## config.mk

```make
export PLATFORM = sky130hd
export DESIGN_NAME = rtc_calendar_core
export DESIGN_NICKNAME = d
export VERILOG_FILES = /design/src/rtl/rtc_cal_pkg.sv /design/src/rtl/rtc_subsec_div.sv /design/src/rtl/rtc_hour_next.sv /design/src/rtl/rtc_month_len.sv /design/src/rtl/rtc_calendar_core.sv
export SDC_FILE = /design/constraint.sdc
export NUM_CORES = 1
export LEC_CHECK = 0
export BUFFER_PORTS_ARGS = -buffer_cell sky130_fd_sc_hd__buf_2
export CORE_ASPECT_RATIO = 0.6
export CORE_MARGIN = 8
export CORE_UTILIZATION = 57
export DETAILED_ROUTE_END_ITERATION = 10
export GPL_TIMING_DRIVEN = 0
export PLACE_DENSITY_LB_ADDON = 0.2
export SYNTH_ARGS = -nofsm -noshare
export SYNTH_HDL_FRONTEND = slang
export SYNTH_SLANG_ARGS = --single-unit
```

## constraint.sdc

```tcl
create_clock -name clk -period 2.8 [get_ports clk]
set_input_delay 0.42 -clock clk [delete_from_list [all_inputs] [get_ports clk]]
set_output_delay 0.42 -clock clk [all_outputs]
set_load 0.01 [all_outputs]
```

## src/rtl/rtc_cal_pkg.sv

```systemverilog
// Shared field addresses and the BCD step function for the calendar counter.
package rtc_cal_pkg;
    localparam logic [2:0] ADDR_SEC  = 3'd0;
    localparam logic [2:0] ADDR_MIN  = 3'd1;
    localparam logic [2:0] ADDR_HOUR = 3'd2;
    localparam logic [2:0] ADDR_DOW  = 3'd3;
    localparam logic [2:0] ADDR_DATE = 3'd4;
    localparam logic [2:0] ADDR_MON  = 3'd5;
    localparam logic [2:0] ADDR_YEAR = 3'd6;

    // Advance a packed BCD byte by one; a units digit of 9 or more carries.
    function automatic logic [7:0] bcd_step(input logic [7:0] v);
        if (v[3:0] >= 4'd9)
            return {v[7:4] + 4'd1, 4'd0};
        else
            return v + 8'd1;
    endfunction
endpackage

```

## src/rtl/rtc_subsec_div.sv

```systemverilog
// Sub-second divider: counts enabled cycles and flags the one that completes
// a second. Assumes halt, hold and clear are synchronous to clk; clear implies hold.
module rtc_subsec_div #(
    parameter int unsigned TICKS = 32768
) (
    input  logic clk,
    input  logic rst_n,
    input  logic tick_en,
    input  logic halt,
    input  logic hold,
    input  logic clear,
    output logic step
);
    localparam int unsigned CW = (TICKS > 1) ? $clog2(TICKS) : 1;
    localparam logic [CW-1:0] LAST = CW'(TICKS - 1);

    logic [CW-1:0] cnt_q;
    logic          advance;

    assign advance = tick_en & ~halt & ~hold;
    assign step    = advance & (cnt_q == LAST);

    // Count enables, wrap at the last one, clear on a seconds write.
    always_ff @(posedge clk) begin
        if (!rst_n)
            cnt_q <= '0;
        else if (clear)
            cnt_q <= '0;
        else if (advance)
            cnt_q <= (cnt_q == LAST) ? '0 : cnt_q + 1'b1;
    end


    div_clear_chk: assert property (@(posedge clk) disable iff (!rst_n)
        clear |=> (cnt_q == '0));


    div_freeze_chk: assert property (@(posedge clk) disable iff (!rst_n)
        (halt && !clear) |=> $stable(cnt_q));
endmodule

```

## src/rtl/rtc_hour_next.sv

```systemverilog
// Next-hour logic for both hour encodings. Input is the stored 7-bit hours
// field; output is its successor and whether that step ends the day.
module rtc_hour_next
    import rtc_cal_pkg::*;
(
    input  logic [6:0] hour_in,
    output logic [6:0] hour_nx,
    output logic       day_end
);
    logic [7:0] inc12;
    logic [7:0] inc24;
    logic       pm;

    assign pm    = hour_in[5];
    assign inc12 = bcd_step({3'b000, hour_in[4:0]});
    assign inc24 = bcd_step({2'b00, hour_in[5:0]});

    // Choose the 12-hour or 24-hour successor.
    always_comb begin
        day_end = 1'b0;
        if (hour_in[6]) begin
            if (hour_in[4:0] == 5'h12) begin
                hour_nx = {1'b1, pm, 5'h01};
            end else if (hour_in[4:0] == 5'h11) begin
                hour_nx = {1'b1, ~pm, 5'h12};
                day_end = pm;
            end else begin
                hour_nx = {1'b1, pm, inc12[4:0]};
            end
        end else begin
            if (hour_in[5:0] == 6'h23) begin
                hour_nx = 7'h00;
                day_end = 1'b1;
            end else begin
                hour_nx = {1'b0, inc24[5:0]};
            end
        end
    end
endmodule

```

## src/rtl/rtc_month_len.sv

```systemverilog
// Last valid date of the current month in BCD, with February leap handling.
// Assumes a BCD year; leap when tens*10+units is divisible by four.
module rtc_month_len (
    input  logic [4:0] month,
    input  logic [7:0] year,
    output logic [5:0] last_date
);
    logic [1:0] mod4;
    logic       leap;

    // (10*t + u) mod 4 == (u + 2*t) mod 4, so only t's parity matters.
    assign mod4 = year[1:0] + {year[4], 1'b0};
    assign leap = (mod4 == 2'd0);

    // Map the month code to its length.
    always_comb begin
        case (month)
            5'h02:                      last_date = leap ? 6'h29 : 6'h28;
            5'h04, 5'h06, 5'h09, 5'h11: last_date = 6'h30;
            default:                    last_date = 6'h31;
        endcase
    end
endmodule

```

## src/rtl/rtc_calendar_core.sv

```systemverilog
// BCD clock-calendar counter. Holds the time and date fields. It advances one
// second per TICKS_PER_SEC enabled cycles unless halted, and takes single-cycle
// writes. Assumes tick_en and the write port are synchronous to clk.
// Writes have priority over counting.
module rtc_calendar_core
    import rtc_cal_pkg::*;
#(
    parameter int unsigned TICKS_PER_SEC = 32768
) (
    input  logic       clk,
    input  logic       rst_n,
    input  logic       tick_en,
    input  logic       wr_en,
    input  logic [2:0] wr_addr,
    input  logic [7:0] wr_data,
    output logic [7:0] sec_o,
    output logic [7:0] min_o,
    output logic [7:0] hour_o,
    output logic [7:0] dow_o,
    output logic [7:0] date_o,
    output logic [7:0] month_o,
    output logic [7:0] year_o
);
    logic [7:0] sec_q;
    logic [6:0] min_q;
    logic [6:0] hour_q;
    logic [2:0] dow_q;
    logic [5:0] date_q;
    logic [4:0] mon_q;
    logic [7:0] year_q;

    logic       step;
    logic [6:0] hour_nx;
    logic       hour_day_end;
    logic [5:0] last_date;
    logic       sec_wrap, min_wrap;
    logic       min_step, hour_step, day_step, mon_step, year_step;
    logic [7:0] sec_inc, min_inc, date_inc, mon_inc, year_inc;

    rtc_subsec_div #(.TICKS(TICKS_PER_SEC)) u_div (
        .clk     (clk),
        .rst_n   (rst_n),
        .tick_en (tick_en),
        .halt    (sec_q[7]),
        .hold    (wr_en),
        .clear   (wr_en && (wr_addr == ADDR_SEC)),
        .step    (step)
    );

    rtc_hour_next u_hour (
        .hour_in (hour_q),
        .hour_nx (hour_nx),
        .day_end (hour_day_end)
    );

    rtc_month_len u_mlen (
        .month     (mon_q),
        .year      (year_q),
        .last_date (last_date)
    );

    assign sec_wrap  = (sec_q[6:0] == 7'h59);
    assign min_wrap  = (min_q == 7'h59);
    assign min_step  = step & sec_wrap;
    assign hour_step = min_step & min_wrap;
    assign day_step  = hour_step & hour_day_end;
    assign mon_step  = day_step & (date_q == last_date);
    assign year_step = mon_step & (mon_q == 5'h12);

    assign sec_inc  = bcd_step({1'b0, sec_q[6:0]});
    assign min_inc  = bcd_step({1'b0, min_q});
    assign date_inc = bcd_step({2'b00, date_q});
    assign mon_inc  = bcd_step({3'b000, mon_q});
    assign year_inc = bcd_step(year_q);

    // Load a written field or ripple the one-second step through the fields.
    always_ff @(posedge clk) begin
        if (!rst_n) begin
            sec_q  <= 8'h80;
            min_q  <= 7'h00;
            hour_q <= 7'h00;
            dow_q  <= 3'd1;
            date_q <= 6'h01;
            mon_q  <= 5'h01;
            year_q <= 8'h00;
        end else if (wr_en) begin
            case (wr_addr)
                ADDR_SEC:  sec_q  <= wr_data;
                ADDR_MIN:  min_q  <= wr_data[6:0];
                ADDR_HOUR: hour_q <= wr_data[6:0];
                ADDR_DOW:  dow_q  <= wr_data[2:0];
                ADDR_DATE: date_q <= wr_data[5:0];
                ADDR_MON:  mon_q  <= wr_data[4:0];
                ADDR_YEAR: year_q <= wr_data;
                default: ;
            endcase
        end else if (step) begin
            sec_q <= sec_wrap ? 8'h00 : {1'b0, sec_inc[6:0]};
            if (min_step)
                min_q <= min_wrap ? 7'h00 : min_inc[6:0];
            if (hour_step)
                hour_q <= hour_nx;
            if (day_step) begin
                dow_q  <= (dow_q == 3'd7) ? 3'd1 : dow_q + 3'd1;
                date_q <= (date_q == last_date) ? 6'h01 : date_inc[5:0];
            end
            if (mon_step)
                mon_q <= (mon_q == 5'h12) ? 5'h01 : mon_inc[4:0];
            if (year_step)
                year_q <= (year_q == 8'h99) ? 8'h00 : year_inc;
        end
    end

    assign sec_o   = sec_q;
    assign min_o   = {1'b0, min_q};
    assign hour_o  = {1'b0, hour_q};
    assign dow_o   = {5'b0, dow_q};
    assign date_o  = {2'b0, date_q};
    assign month_o = {3'b0, mon_q};
    assign year_o  = year_q;


    halt_hold_chk: assert property (@(posedge clk) disable iff (!rst_n)
        (sec_q[7] && !wr_en) |=> ($stable(sec_q) && $stable(min_q) && $stable(hour_q)
            && $stable(dow_q) && $stable(date_q) && $stable(mon_q) && $stable(year_q)));


    sec_wrap_chk: assert property (@(posedge clk) disable iff (!rst_n)
        (step && sec_wrap) |=> (sec_q == 8'h00));


    dow_cycle_chk: assert property (@(posedge clk) disable iff (!rst_n)
        day_step |=> (dow_q == (($past(dow_q) == 3'd7) ? 3'd1 : $past(dow_q) + 3'd1)));


    pm_toggle_chk: assert property (@(posedge clk) disable iff (!rst_n)
        (hour_step && hour_q[6] && hour_q[4:0] == 5'h11) |=> (hour_q[5] != $past(hour_q[5])));


    year_wrap_chk: assert property (@(posedge clk) disable iff (!rst_n)
        (year_step && year_q == 8'h99) |=> (year_q == 8'h00));
endmodule

```

Yosys cells after proc, flatten, opt, wreduce, memory -nomap -nowiden
Cells that the tools add are included.

storage, ports and cells
  word-level logic and storage cells = 144
  input port bits = 15
  flip-flop bits (word level) = 59

operators by class
  $lt $le $gt $ge = 6
  reductions and logical operators = 19
  muxes and demuxes = 51
  eq/ne operators = 30
  bitwise logic cells = 12
  add/sub/neg operators = 17

operator list
  kind                                                                      count
  7-bit two-way mux                                                         14
  8-bit two-way mux                                                         9
  6-bit two-way mux                                                         9
  5-bit two-way mux                                                         7
  4-bit >= comparator (second input constant)                               6
  5-bit equality test (second input constant)                               4
  3-bit AND reduction                                                       6
  15-bit by 1-bit adder with 15-bit output (second input constant)          1
  15-bit equality test (second input constant)                              1
  15-bit two-way mux                                                        1
  3-bit two-way mux                                                         5
  7-bit by 1-bit adder with 7-bit output (second input constant)            2
  7-bit equality test (second input constant)                               2
  2-bit by 1-bit inequality test with 1-bit output (second input constant)  7
  6-bit by 1-bit adder with 6-bit output (second input constant)            2
  3-bit equality test (second input constant)                               4
  6-bit case mux with 2 select lines                                        1
  2-bit nonzero test                                                        6
  5-bit by 1-bit adder with 5-bit output (second input constant)            2
  5-bit by 3-bit equality test with 1-bit output (second input constant)    2
  3-bit by 1-bit adder with 3-bit output (second input constant)            3
  8-bit by 1-bit adder with 8-bit output (second input constant)            1
  1-bit bitwise AND                                                         8
  8-bit equality test (second input constant)                               1
  21 further kinds                                                          31

Logic depth before layout (Yosys ltp)
Gate-level depths: netlist of run 1.

  depth in word-level cells = 12
  mapped depth = 10
  mapped depth without buffers = 8

Modules after synthesis
From an unflattened synthesis of run 1, not the netlist that was laid out.

second synthesis, totals
  cells, all modules = 509
  area total of the unflattened synthesis = 4,169.0 sq um

modules (own cells, without submodules)
  module             area each (sq um)  times used  cells each
  rtc_calendar_core  3,035.4            1           370
  rtc_subsec_div     699.4              1           82
  rtc_hour_next      337.8              1           42
  rtc_month_len      96.3               1           15

Worst setup path before layout of run 1
Ideal clock, no wire load.

  path type = input -> register
  start point = in wr_en
  end point = reg date_q[3]
  library setup time = 0.074 ns
  arrival = 2.352 ns
  required time = 2.726 ns
  cell stages on the path = 6
  slack = 0.373 ns
  path through = or3b_4 or4_4 nor4_4 a21oi_2 or4b_1 a31oi_1

between the ends
  cells in the longest elaborated chain, start to end = 8
  elaborated cells on any way between the ends = 11
  classes of those cells = eq/ne: 1; mux: 1; bitwise: 6; reduce/logical: 3

RTL lines
  item                                  line                      source
  from (decl)                           rtc_calendar_core.sv:13   input logic wr_en,
  1-bit NOT                             rtc_subsec_div.sv:20      assign advance = tick_en & ~halt & ~hold;
  1-bit bitwise AND                     rtc_subsec_div.sv:20
  1-bit bitwise AND                     rtc_subsec_div.sv:21      assign step = advance & (cnt_q == LAST);
  1-bit bitwise AND                     rtc_calendar_core.sv:64   assign min_step = step & sec_wrap;
  1-bit bitwise AND                     rtc_calendar_core.sv:65   assign hour_step = min_step & min_wrap;
  1-bit bitwise AND                     rtc_calendar_core.sv:66   assign day_step = hour_step & hour_day_end;
  2-bit nonzero test (no source line)   n/a
  3-bit AND reduction (no source line)  n/a
  to (signal assigned)                  rtc_calendar_core.sv:92   ADDR_DATE: date_q <= wr_data[5:0];
  to (signal assigned)                  rtc_calendar_core.sv:105  date_q <= (date_q == last_date) ? 6'h01 : date_inc[5:0];
  to (decl)                             rtc_calendar_core.sv:28   logic [5:0] date_q;

Parallel ways exist; a longest one is shown, timed or not.
A chain may end at the register's enable or synchronous reset.

Worst setup path after layout of run 1
  start point = in wr_en
  end point = reg date_q[2]

The elaborated chain is that of the path after synthesis.

==> flow_summary_export.csv, run 1 <==
group,metric,value,unit
worst_hold_path,min_from,"wr_data[6]",
timing,setup_violations,0,
worst_setup_path,max_stage_delay,0.53,ns
clocking,clk_latency,0.33,ns
die,row_count,23,
drt,vias,4267,
worst_setup_path,worstPathCellList,"buf_2 > clkbuf_1 > clkbuf_1 > clkbuf_1 > and2_1 > a21oi_1 > o32ai_1",
synthesis,synth_fa_ha_area_share,9.33,%
timing,min_period,2.68,ns
place,dp_hpwl,9070,um
timing,fmax,374,MHz
timing,maxSlewViolCount,0,
layout,drive_gt1_share,18.5,%
die,fp.coreArea,6760,sq um
grt,gr-total-overflow,0,
worst_setup_path,timing.rr.end,"date_q[3]",
worst_setup_path,ff2ff_setup_slack,0.14,ns
clocking,root_buffer,"clkbuf_16",
power_and_ir_drop,p_per_area,463,nW/um^2
drt,dr_wl_met3,1590,um
synthesis,ys_warn_count,0,
worst_hold_path,hold_class,"primary input to flop",
timing,hold_ws,0.354,ns
die,design.die.area,10100,sq um
place,gp_congestion,0.934,
timing,tightest_slew,0.867,ns
synthesis,synth_area_per_cell,7.87,sq um
worst_setup_path,worst_path_most_repeated_cell,"clkbuf_1",
die,initial_core_util,59.5,%
clocking,cts_inserted_buffers,9,
timing,fin_crit_sh,95.6,%
worst_setup_path,critPathBufInv,4,
outcome,status,"finished clean",
synthesis,ys_ff_latch,59,
synthesis,synth-compound-area-share,21.5,%
worst_setup_path,cp_data_arrival_time,2.89,ns
clocking,clk_transition_reported_paths,0.06,ns
synthesis,synthDistinctLibCells,69,
clocking,cts_hold_buf,0,
clocking,cts.sinks,59,
drt,dr.max_layer_used,"met5",
drt,avgRoutedWirePerCell,18.4,um
drt,routed_via_density,6.26,
layout,final_common_cell,"nand2_1",
worst_setup_path,path_class,"primary input to flop",
clocking,htreeDepth,3,
timing,fin_ws,0.124,ns
synthesis,syn_area,4020,sq um
synthesis,seq_area_frac_synth,29.4,%
clocking,cts_tree,"built",
layout,final_cell_mix,"61 x nand2_1, 59 x dfxtp_1, 58 x buf_2",
place,pre_cts_ws,-0.0801,ns
synthesis,synth-async-reset-ratio,0,%
timing,hold_viol,0,
drt,ant_nets,0,
drt,drc,0,
layout,antenna_cells,0,
timing,skew,0.00631,ns
drt,route.met2.wl,5330,um
worst_setup_path,slowest_stage,"clkbuf_1",
die,die_w,124,um
worst_setup_path,cp_top_family,"buffers and inverters",
drt,wirelength,12500,um
worst_hold_path,holdPathEnd,"hour_q[6]",
run,cap_viol_max_count,0,
layout,nets,635,
worst_setup_path,r2r-start,"sec_o[7]",
drt,dr.pass1.iters,6,
die,dieHeight,81.1,um
worst_setup_path,worstPathRequired,3.01,ns
timing,maxSlewHeadroom,41.7,%
worst_setup_path,start_kind,"primary input",
layout,area_growth,20.4,%
synthesis,synthCells,511,
synthesis,synth_top_family_by_area,"simple AND/OR/NAND/NOR gates",
grt,grtUsageTotal,24.4,%
layout,fillers,552,
grt,grt_max_degree,12,
worst_hold_path,holdPathStages,3,
clocking,clk_path_buf_depth,2,
power_and_ir_drop,ir_drop,0.300,mV
synthesis,synthMuxAreaShare,3.02,%
grt,antenna_found_initial,0,
clocking,post_cts_buffers,0,
synthesis,synth_edf_count,0,
worst_setup_path,cp_max_fo,10,
power_and_ir_drop,finalPower,2.24,mW
drt,drt_iter0_markers,569,
drt,drt-met1-wl,5380,um
worst_setup_path,worst_setup_path_end_kind,"flop",
place,place.port_buffers,57,
die,ios,71,
grt,grt_pass1_vias,3984,
layout,finish.utilization,71.6,%
synthesis,synth-simple-area-share,26.1,%
power_and_ir_drop,p_leak,2.03,nW
worst_setup_path,reg2reg_depth,6,
grt,grt_pass1_wl,20300,um
timing,setup_tns,0,ns
synthesis,synthFlopType,"dfxtp_1",
synthesis,synth_xor_area_share,3.92,%
## cell type report
cell class,count,area (sq um),share of cell area [%]
multi-input cells,404,2690,55.6
plain buffers,32,170,3.51
clock inverters,6,65.1,1.34
inverters,27,101,2.09
clock buffers,10,239,4.93
well taps,87,109,2.25
flip-flops and latches,59,1180,24.4
repair buffers,57,285,5.89
## metal layers
layer / track usage (%) / vias to the layer above
li1: - / 1970
met1: 32.9 / 1954
met2: 37.2 / 311
met3: 6.56 / 30
met4: 7.53 / 2
met5: 3.62 / -
## report_power, final
group          internal [mW]  total, mW  switching (mW)
registers              0.854      0.877          0.0229
clock network          0.712       1.12           0.410
logic                 0.0867      0.242           0.155
total                   1.65       2.24           0.587
## registers in the layout, summed over array words and instances, names as in the netlist
register / flops
sec_o: 8
year_o: 8
dow_q: 3
u_div.cnt_q: 15
hour_q: 7
date_q: 6
min_q: 7
mon_q: 5
## repair_timing
item | 4_1_cts | 5_1_grt
pin swaps | 0 | 1
resized for setup | 3 | 13
endpoints found under the setup margin | 8 | 20
hold endpoints to repair | 0 | 0
## worst register-to-register path: stages, from the launching register on
cell and delay (ns):
dfxtp_1 0.34, or3b_4 0.44, or4_4 0.54, nor4_4 0.41
a21oi_2 0.16, or4b_1 0.51, a31oi_1 0.18
## stage by stage
stage | instance area (sq um) | cells
floorplan | 4060 | 522
global placement | 4460 | 666
detailed placement | 4460 | 666
CTS | 4770 | 682
global route | 4840 | 682
finish | 4840 | 682
## worst max-delay path by stage
stage / slack, ns / depth (start not counted) / to / start
after global placement: -0.04 / 9 / year_o[3] / mon_q[0]
after global routing: -0.04 / 9 / year_o[4] / mon_q[0]
after floorplan: 0.37 / 6 / date_q[3] / wr_en
after detailed placement: -0.08 / 9 / year_o[3] / mon_q[0]
final: 0.12 / 7 / date_q[2] / wr_en
after CTS: 0.04 / 7 / dow_q[2] / hour_q[0]
## cell usage after synthesis, types with 6 or more instances
master,instances,area (sq um)
nor3_1,8,40.0
nand3_1,21,105
o21ai_0,34,170
dfxtp_1,59,1180
o31ai_1,7,52.6
nor2_1,51,191
xor2_1,11,96.3
a211oi_1,6,45.0
nand4_1,6,37.5
mux2i_1,11,110
and2_1,8,50.1
nor3b_1,6,45.0
clkbuf_1,19,71.3
inv_1,26,97.6
a21oi_1,26,130
xnor2_1,7,61.3
buf_4,13,97.6
nand2_1,61,229
ha_1,30,375
## cells by family after synthesis
kind of cell | Yosys count
XOR/XNOR | 18
flip-flops | 59
adder cells (fa/ha/maj) | 30
other | 1
multiplexers | 12
AO/OA/AOI/OAI | 129
AND/OR/NAND/NOR | 203
buffers and inverters | 59
(Power assumes the default switching activity.)
==> run 2, diff against run 1 <==
--- a/config.mk
+++ b/config.mk
@@ -5,6 +5,7 @@
 export SDC_FILE = /design/constraint.sdc
 export NUM_CORES = 1
 export LEC_CHECK = 0
+export ABC_AREA = 1
 export BUFFER_PORTS_ARGS = -buffer_cell sky130_fd_sc_hd__buf_2
 export CORE_ASPECT_RATIO = 0.6
 export CORE_MARGIN = 8
==> flow_summary_export.csv, run 2 <==
group,metric,value,unit
power_and_ir_drop,p_leak,2.42,nW
clocking,root_buffer,"clkbuf_16",
worst_setup_path,start_kind,"flop",
layout,final_cells,790,
die,fp.coreArea,6760,sq um
layout,largest_reg_flops,15,
die,row_count,23,
grt,grtUsageTotal,24.1,%
die,die_w,125,um
drt,drc,0,
die,design.die.area,10100,sq um
layout,final_cell_mix,"139 x nand2_1, 79 x inv_1, 76 x nor2_1",
grt,grt.busiest_layer,"met2",
synthesis,syn_area,4050,sq um
synthesis,synthFlopType,"dfxtp_1",
synthesis,synthDistinctLibCells,37,
clocking,cts_tree,"built",
power_and_ir_drop,ir_drop,0.560,mV
die,initial_core_util,59.9,%
place,dp_hpwl,9130,um
drt,vias,4359,
grt,grt_pass1_wl,19700,um
synthesis,ys_warn_count,0,
grt,gr-total-overflow,0,
clocking,htreeDepth,3,
layout,final_common_cell,"nand2_1",
grt,grt_max_degree,11,
drt,routed_via_density,5.52,
layout,area_growth,18.6,%
synthesis,synth.most_common_cell,"nand2_1",
power_and_ir_drop,p_per_area,477,nW/um^2
grt,grt_pass1_vias,4142,
timing,min_period,2.12,ns
drt,wirelength,12200,um
synthesis,yosys-top-cells-area,"dfxtp_1 29%, nand2_1 13%, ha_1 9.3%, inv_1 7.3%, nor2_1 7.0%",
drt,ant_nets,0,
clocking,cts.sinks,59,
clocking,clk_transition_reported_paths,0.06,ns
clocking,cts_hold_buf,0,
synthesis,synth-async-reset-ratio,0,%
timing,tightest_slew,0.591,ns
grt,antenna_found_initial,0,
timing,maxSlewHeadroom,60.6,%
worst_setup_path,worstPathRequired,3.04,ns
timing,skew,0.00860,ns
grt,use_met2,37.0,%
worst_setup_path,worstPathCellList,"ha_1 > nand3_1 > nor3_1 > nand3_2 > nor2_2 > nand2_2 > nand2_1 > buf_4 > nand3_1 > o21ai_0 > nand2_1",
timing,hold_viol,0,
worst_setup_path,critPathBufInv,1,
clocking,clk_latency,0.35,ns
timing,setup_tns,0,ns
synthesis,yosys.area.top_type_share,29.2,%
grt,gr-usage-met1,30.6,%
worst_setup_path,slowest_stage,"dfxtp_1",
place,place.port_buffers,58,
layout,top_register,"u_div.cnt_q",
outcome,status,"finished clean",
worst_setup_path,cp_top_family,"simple AND/OR/NAND/NOR gates",
synthesis,synthTopCellsByCount,"139 x nand2_1, 79 x inv_1, 76 x nor2_1",
drt,avgRoutedWirePerCell,15.4,um
clocking,cts_inserted_buffers,9,
run,cap_viol_max_count,0,
layout,antenna_cells,0,
synthesis,synth_area_per_cell,6.55,sq um
grt,use_met3,9.10,%
die,ios,71,
worst_setup_path,path_class,"flop to flop",
timing,rsz0062_at_grt,"no",
worst_setup_path,max_stage_delay,0.43,ns
place,gp_congestion,0.940,
layout,nets,743,
layout,fillers,582,
timing,maxSlewViolCount,0,
worst_setup_path,cp_data_arrival_time,2.35,ns
timing,fmax,473,MHz
synthesis,ys_ff_latch,59,
die,dieHeight,81.3,um
synthesis,synth.largest_area_cell,"dfxtp_1",
layout,drive_gt1_share,16.9,%
synthesis,seq_area_frac_synth,29.2,%
clocking,cts_resized,0,
worst_setup_path,cp_max_fo,10,
worst_hold_path,hold_class,"primary input to flop",
clocking,post_cts_buffers,0,
synthesis,synthCells,618,
timing,hold_ws,0.394,ns
clocking,clk_path_buf_depth,2,
worst_setup_path,worst_setup_path_end_kind,"flop",
drt,dr.pass1.iters,6,
synthesis,synth_edf_count,0,
timing,setup_violations,0,
drt,drt_iter0_markers,502,
layout,finish.utilization,71.0,%
timing,fin_crit_sh,75.6,%
place,place_inst,774,
-- run 2: cell families (layout without fill, tap and decap cells) --
logic type,Yosys count,in the layout,synth area share [%]
xor+xnor,17,17,3.68
simple gates,307,307,33.1
flops,59,59,29.2
other cells,1,12,0.0926
buf+inv,106,180,11.5
fa+ha+maj,30,30,9.27
compound gates,98,98,13.2
-- run 2: stage by stage --
stage,power (mW),setup WS [ns],area (sq um)
after floorplan,1.05,1.01,4090
final,2.29,0.684,4800
after detailed placement,1.13,0.751,4490
after global placement,1.12,0.805,4490
after CTS,2.29,0.717,4800
after global routing,2.37,0.521,4800
-- run 2: layer usage --
| layer | vias up | routed length (um) | share of wire, % |
|---|---|---|---|
| li1 | 2128 | - | - |
| met5 | - | 0 | 0 |
| met3 | 22 | 1480 | 12 |
| met1 | 1954 | 5410 | 44 |
| met4 | 0 | 282 | 2.3 |
| met2 | 255 | 5000 | 41 |
-- run 2: report_power, final --
| group | total [mW] | switching (mW) | internal, mW |
|---|---|---|---|
| Combinational | 0.242 | 0.159 | 0.0831 |
| Sequential | 0.883 | 0.0243 | 0.858 |
| Clock | 1.17 | 0.409 | 0.758 |
-- run 2: layout make-up --
| class | count | area [sq um] | share of cell area, % |
|---|---|---|---|
| buffer | 25 | 160 | 3.34 |
| clock inverter | 4 | 47.5 | 0.990 |
| sequential | 59 | 1180 | 24.6 |
| tap | 87 | 109 | 2.27 |
| inverter | 81 | 304 | 6.33 |
| multi-input combinational | 464 | 2440 | 50.9 |
| clock buffer | 12 | 267 | 5.55 |
| timing repair buffer | 58 | 290 | 6.04 |
-- run 2: worst reg2reg max path, stage by stage (launching register included) --
cell,delay (ns)
dfxtp_1,0.43
ha_1,0.21
nand3_1,0.08
nor3_1,0.30
nand3_2,0.17
nor2_2,0.12
nand2_2,0.11
nand2_1,0.09
buf_4,0.17
nand3_1,0.09
o21ai_0,0.17
nand2_1,0.06
-- run 2: path summary, 6_finish.rpt --
check	endpoint	slack (ns)	depth (start not counted)	from
worst max-delay path	date_q[0]	0.68	11	sec_o[0]
worst min-delay path	hour_q[6]	0.39	3	wr_data[6]
worst max register to register	date_q[0]	0.68	11	sec_o[0]
worst min register to register	u_div.cnt_q[5]	0.46	2	u_div.cnt_q[5]
==> run 3, diff against run 2 <==
--- a/config.mk
+++ b/config.mk
@@ -5,7 +5,7 @@
 export SDC_FILE = /design/constraint.sdc
 export NUM_CORES = 1
 export LEC_CHECK = 0
-export ABC_AREA = 1
+export ABC_AREA = 0
 export BUFFER_PORTS_ARGS = -buffer_cell sky130_fd_sc_hd__buf_2
 export CORE_ASPECT_RATIO = 0.6
 export CORE_MARGIN = 8
==> constraint.sdc (replaced) <==
create_clock -name clk -period 1.95 [get_ports clk]
set_input_delay 0.2925 -clock clk [delete_from_list [all_inputs] [get_ports clk]]
set_output_delay 0.2925 -clock clk [all_outputs]
set_load 0.01 [all_outputs]
==> flow_summary_export.csv, run 3 (synthesized netlist as in run 1, its figures left out) <==
group,metric,value,unit
outcome,status,"finished with violations",
outcome,failed_checks,"DRC, setup timing",
clocking,clk_path_buf_depth,2,
run,cap_viol_max_count,0,
place,dp_hpwl,9140,um
die,ios,71,
grt,grt.busiest_layer,"met2",
place,gp_congestion,0.918,
die,fp.coreArea,6760,sq um
worst_setup_path,cp_data_arrival_time,2.81,ns
timing,setup_violations,29,
timing,skew,0.00830,ns
drt,ant_nets,0,
grt,antenna_found_initial,0,
power_and_ir_drop,seq_power_share,38.5,%
timing,maxSlewHeadroom,52.0,%
clocking,clk_transition_reported_paths,0.06,ns
die,dieHeight,81.1,um
place,place.port_buffers,57,
layout,top_register,"u_div.cnt_q",
power_and_ir_drop,combPwrFrac,12.6,%
clocking,clk_latency,0.34,ns
grt,grt_pass1_wl,21200,um
timing,min_period,2.55,ns
drt,avgRoutedWirePerCell,19.7,um
power_and_ir_drop,ir_drop,0.548,mV
worst_setup_path,reg2reg_depth,8,
worst_setup_path,cp_max_fo,6,
grt,use_met3,7.93,%
clocking,cts.sinks,59,
power_and_ir_drop,p_per_area,610,nW/um^2
timing,fmax,392,MHz
worst_setup_path,worst_setup_path_end_kind,"flop",
drt,drc,1,
worst_hold_path,holdPathStages,3,
layout,largest_reg_flops,15,
timing,hold_viol,0,
die,row_count,23,
drt,routed_via_density,6.36,
power_and_ir_drop,p_sw_share,26.5,%
place,place_area,4550,sq um
worst_setup_path,worstPathRequired,2.20,ns
layout,nets,657,
worst_setup_path,path_class,"flop to flop",
timing,fin_crit_sh,131,%
die,die_w,124,um
layout,final_common_cell,"nand2_1",
grt,grt_pass1_vias,4166,
power_and_ir_drop,finalPower,3.27,mW
place,pre_cts_ws,-0.726,ns
worst_hold_path,hold_class,"primary input to flop",
timing,rsz0062_at_grt,"yes",
clocking,root_buffer,"clkbuf_16",
layout,final_cell_mix,"60 x nand2_1, 58 x buf_2, 50 x nor2_1",
timing,setup_tns,-10.17,ns
timing,tightest_slew,0.720,ns
layout,fillers,439,
grt,gr-usage-met1,33.1,%
drt,wirelength,13900,um
clocking,htreeDepth,3,
power_and_ir_drop,p_clk_share,49.0,%
power_and_ir_drop,p_leak,2.22,nW
drt,drt_iter0_markers,657,
clocking,cts_inserted_buffers,9,
layout,antenna_cells,0,
timing,maxSlewViolCount,0,
drt,dr.pass1.iters,8,
drt,vias,4474,
grt,use_met2,39.8,%
die,design.die.area,10100,sq um
layout,finish.utilization,79.2,%
grt,gr-total-overflow,0,
die,initial_core_util,59.5,%
clocking,cts_tree,"built",
layout,area_growth,33.1,%
power_and_ir_drop,p_int,2.40,mW
layout,final_area,5350,sq um
grt,grtUsageTotal,25.6,%
timing,fin_ws,-0.603,ns
worst_setup_path,start_kind,"flop",
layout,drive_gt1_share,30.5,%
power_and_ir_drop,power.switching,865,uW
grt,grt_max_degree,11,
==> run 3: cell count changes in the layout (fill, tap and decap cells not counted), sizes merged, moves of 8 or more <==
cell / previous run / this run
clkbuf: 16 / 28
and2: 0 / 8
inv: 81 / 26
o21ai: 45 / 36
nor2: 85 / 51
nand2: 147 / 61
mux2i: 0 / 11
nand3: 55 / 21
buf: 79 / 97
==> run 3: layer usage <==
metal	up-vias	share of wire [%]
li1	2020	-
met1	2084	42
met2	328	44
met3	42	12
met4	0	2.3
met5	-	0
==> run 3: final timing paths <==
kind / from / endpoint / slack, ns
max reg2reg: hour_q[5] / date_q[3] / -0.60
min reg2reg: u_div.cnt_q[1] / u_div.cnt_q[1] / 0.48
min: wr_data[6] / hour_q[6] / 0.22
max: hour_q[5] / date_q[3] / -0.60
==> run 3: worst max-delay path: stages (launching register included) <==
cell and delay, ns:
dfxtp_4 0.41, ha_4 0.16, nor4bb_4 0.47, a2bb2oi_2 0.14, nor4_4 0.32, buf_4 0.19
a21oi_4 0.04, or4b_1 0.52, a31oi_1 0.21
==> run 3: repair_timing <==
| action | in CTS | in global routing |
|---|---|---|
| buffers inserted | 19 | 8 |
| pin swaps | 26 | 17 |
| hold buffers | 0 | 0 |
| cloned | 2 | 0 |
| resized for setup | 50 | 46 |
| setup endpoints to repair | 46 | 53 |
==> run 3: final cells by class <==
| class | instances | area [sq um] | share of cell area (%) |
|---|---|---|---|
| well taps | 87 | 109 | 2.03 |
| flip-flops and latches | 59 | 1220 | 22.7 |
| multi-input cells | 404 | 2980 | 55.6 |
| clock inverters | 2 | 35.0 | 0.654 |
| plain buffers | 28 | 164 | 3.06 |
| inverters | 27 | 106 | 1.99 |
| repair buffers | 83 | 493 | 9.21 |
| clock buffers | 14 | 254 | 4.74 |
==> run 3: through the flow <==
stage	hold WS, ns	cells
final	0.216	704
after global routing	0.234	704
after CTS	0.214	699
after detailed placement	0.471	666
after global placement	0.454	666
after floorplan	0.429	522
==> run 3: power by group through the flow <==
stage          Combinational (mW)  Clock, mW  Sequential (mW)
6_report                    0.410       1.60             1.26
5_1_grt                     0.440       1.65             1.26
4_1_cts                     0.373       1.59             1.26
3_5_place_dp                0.329          0             1.28
3_3_place_gp                0.320          0             1.28
2_1_floorplan               0.215          0             1.29
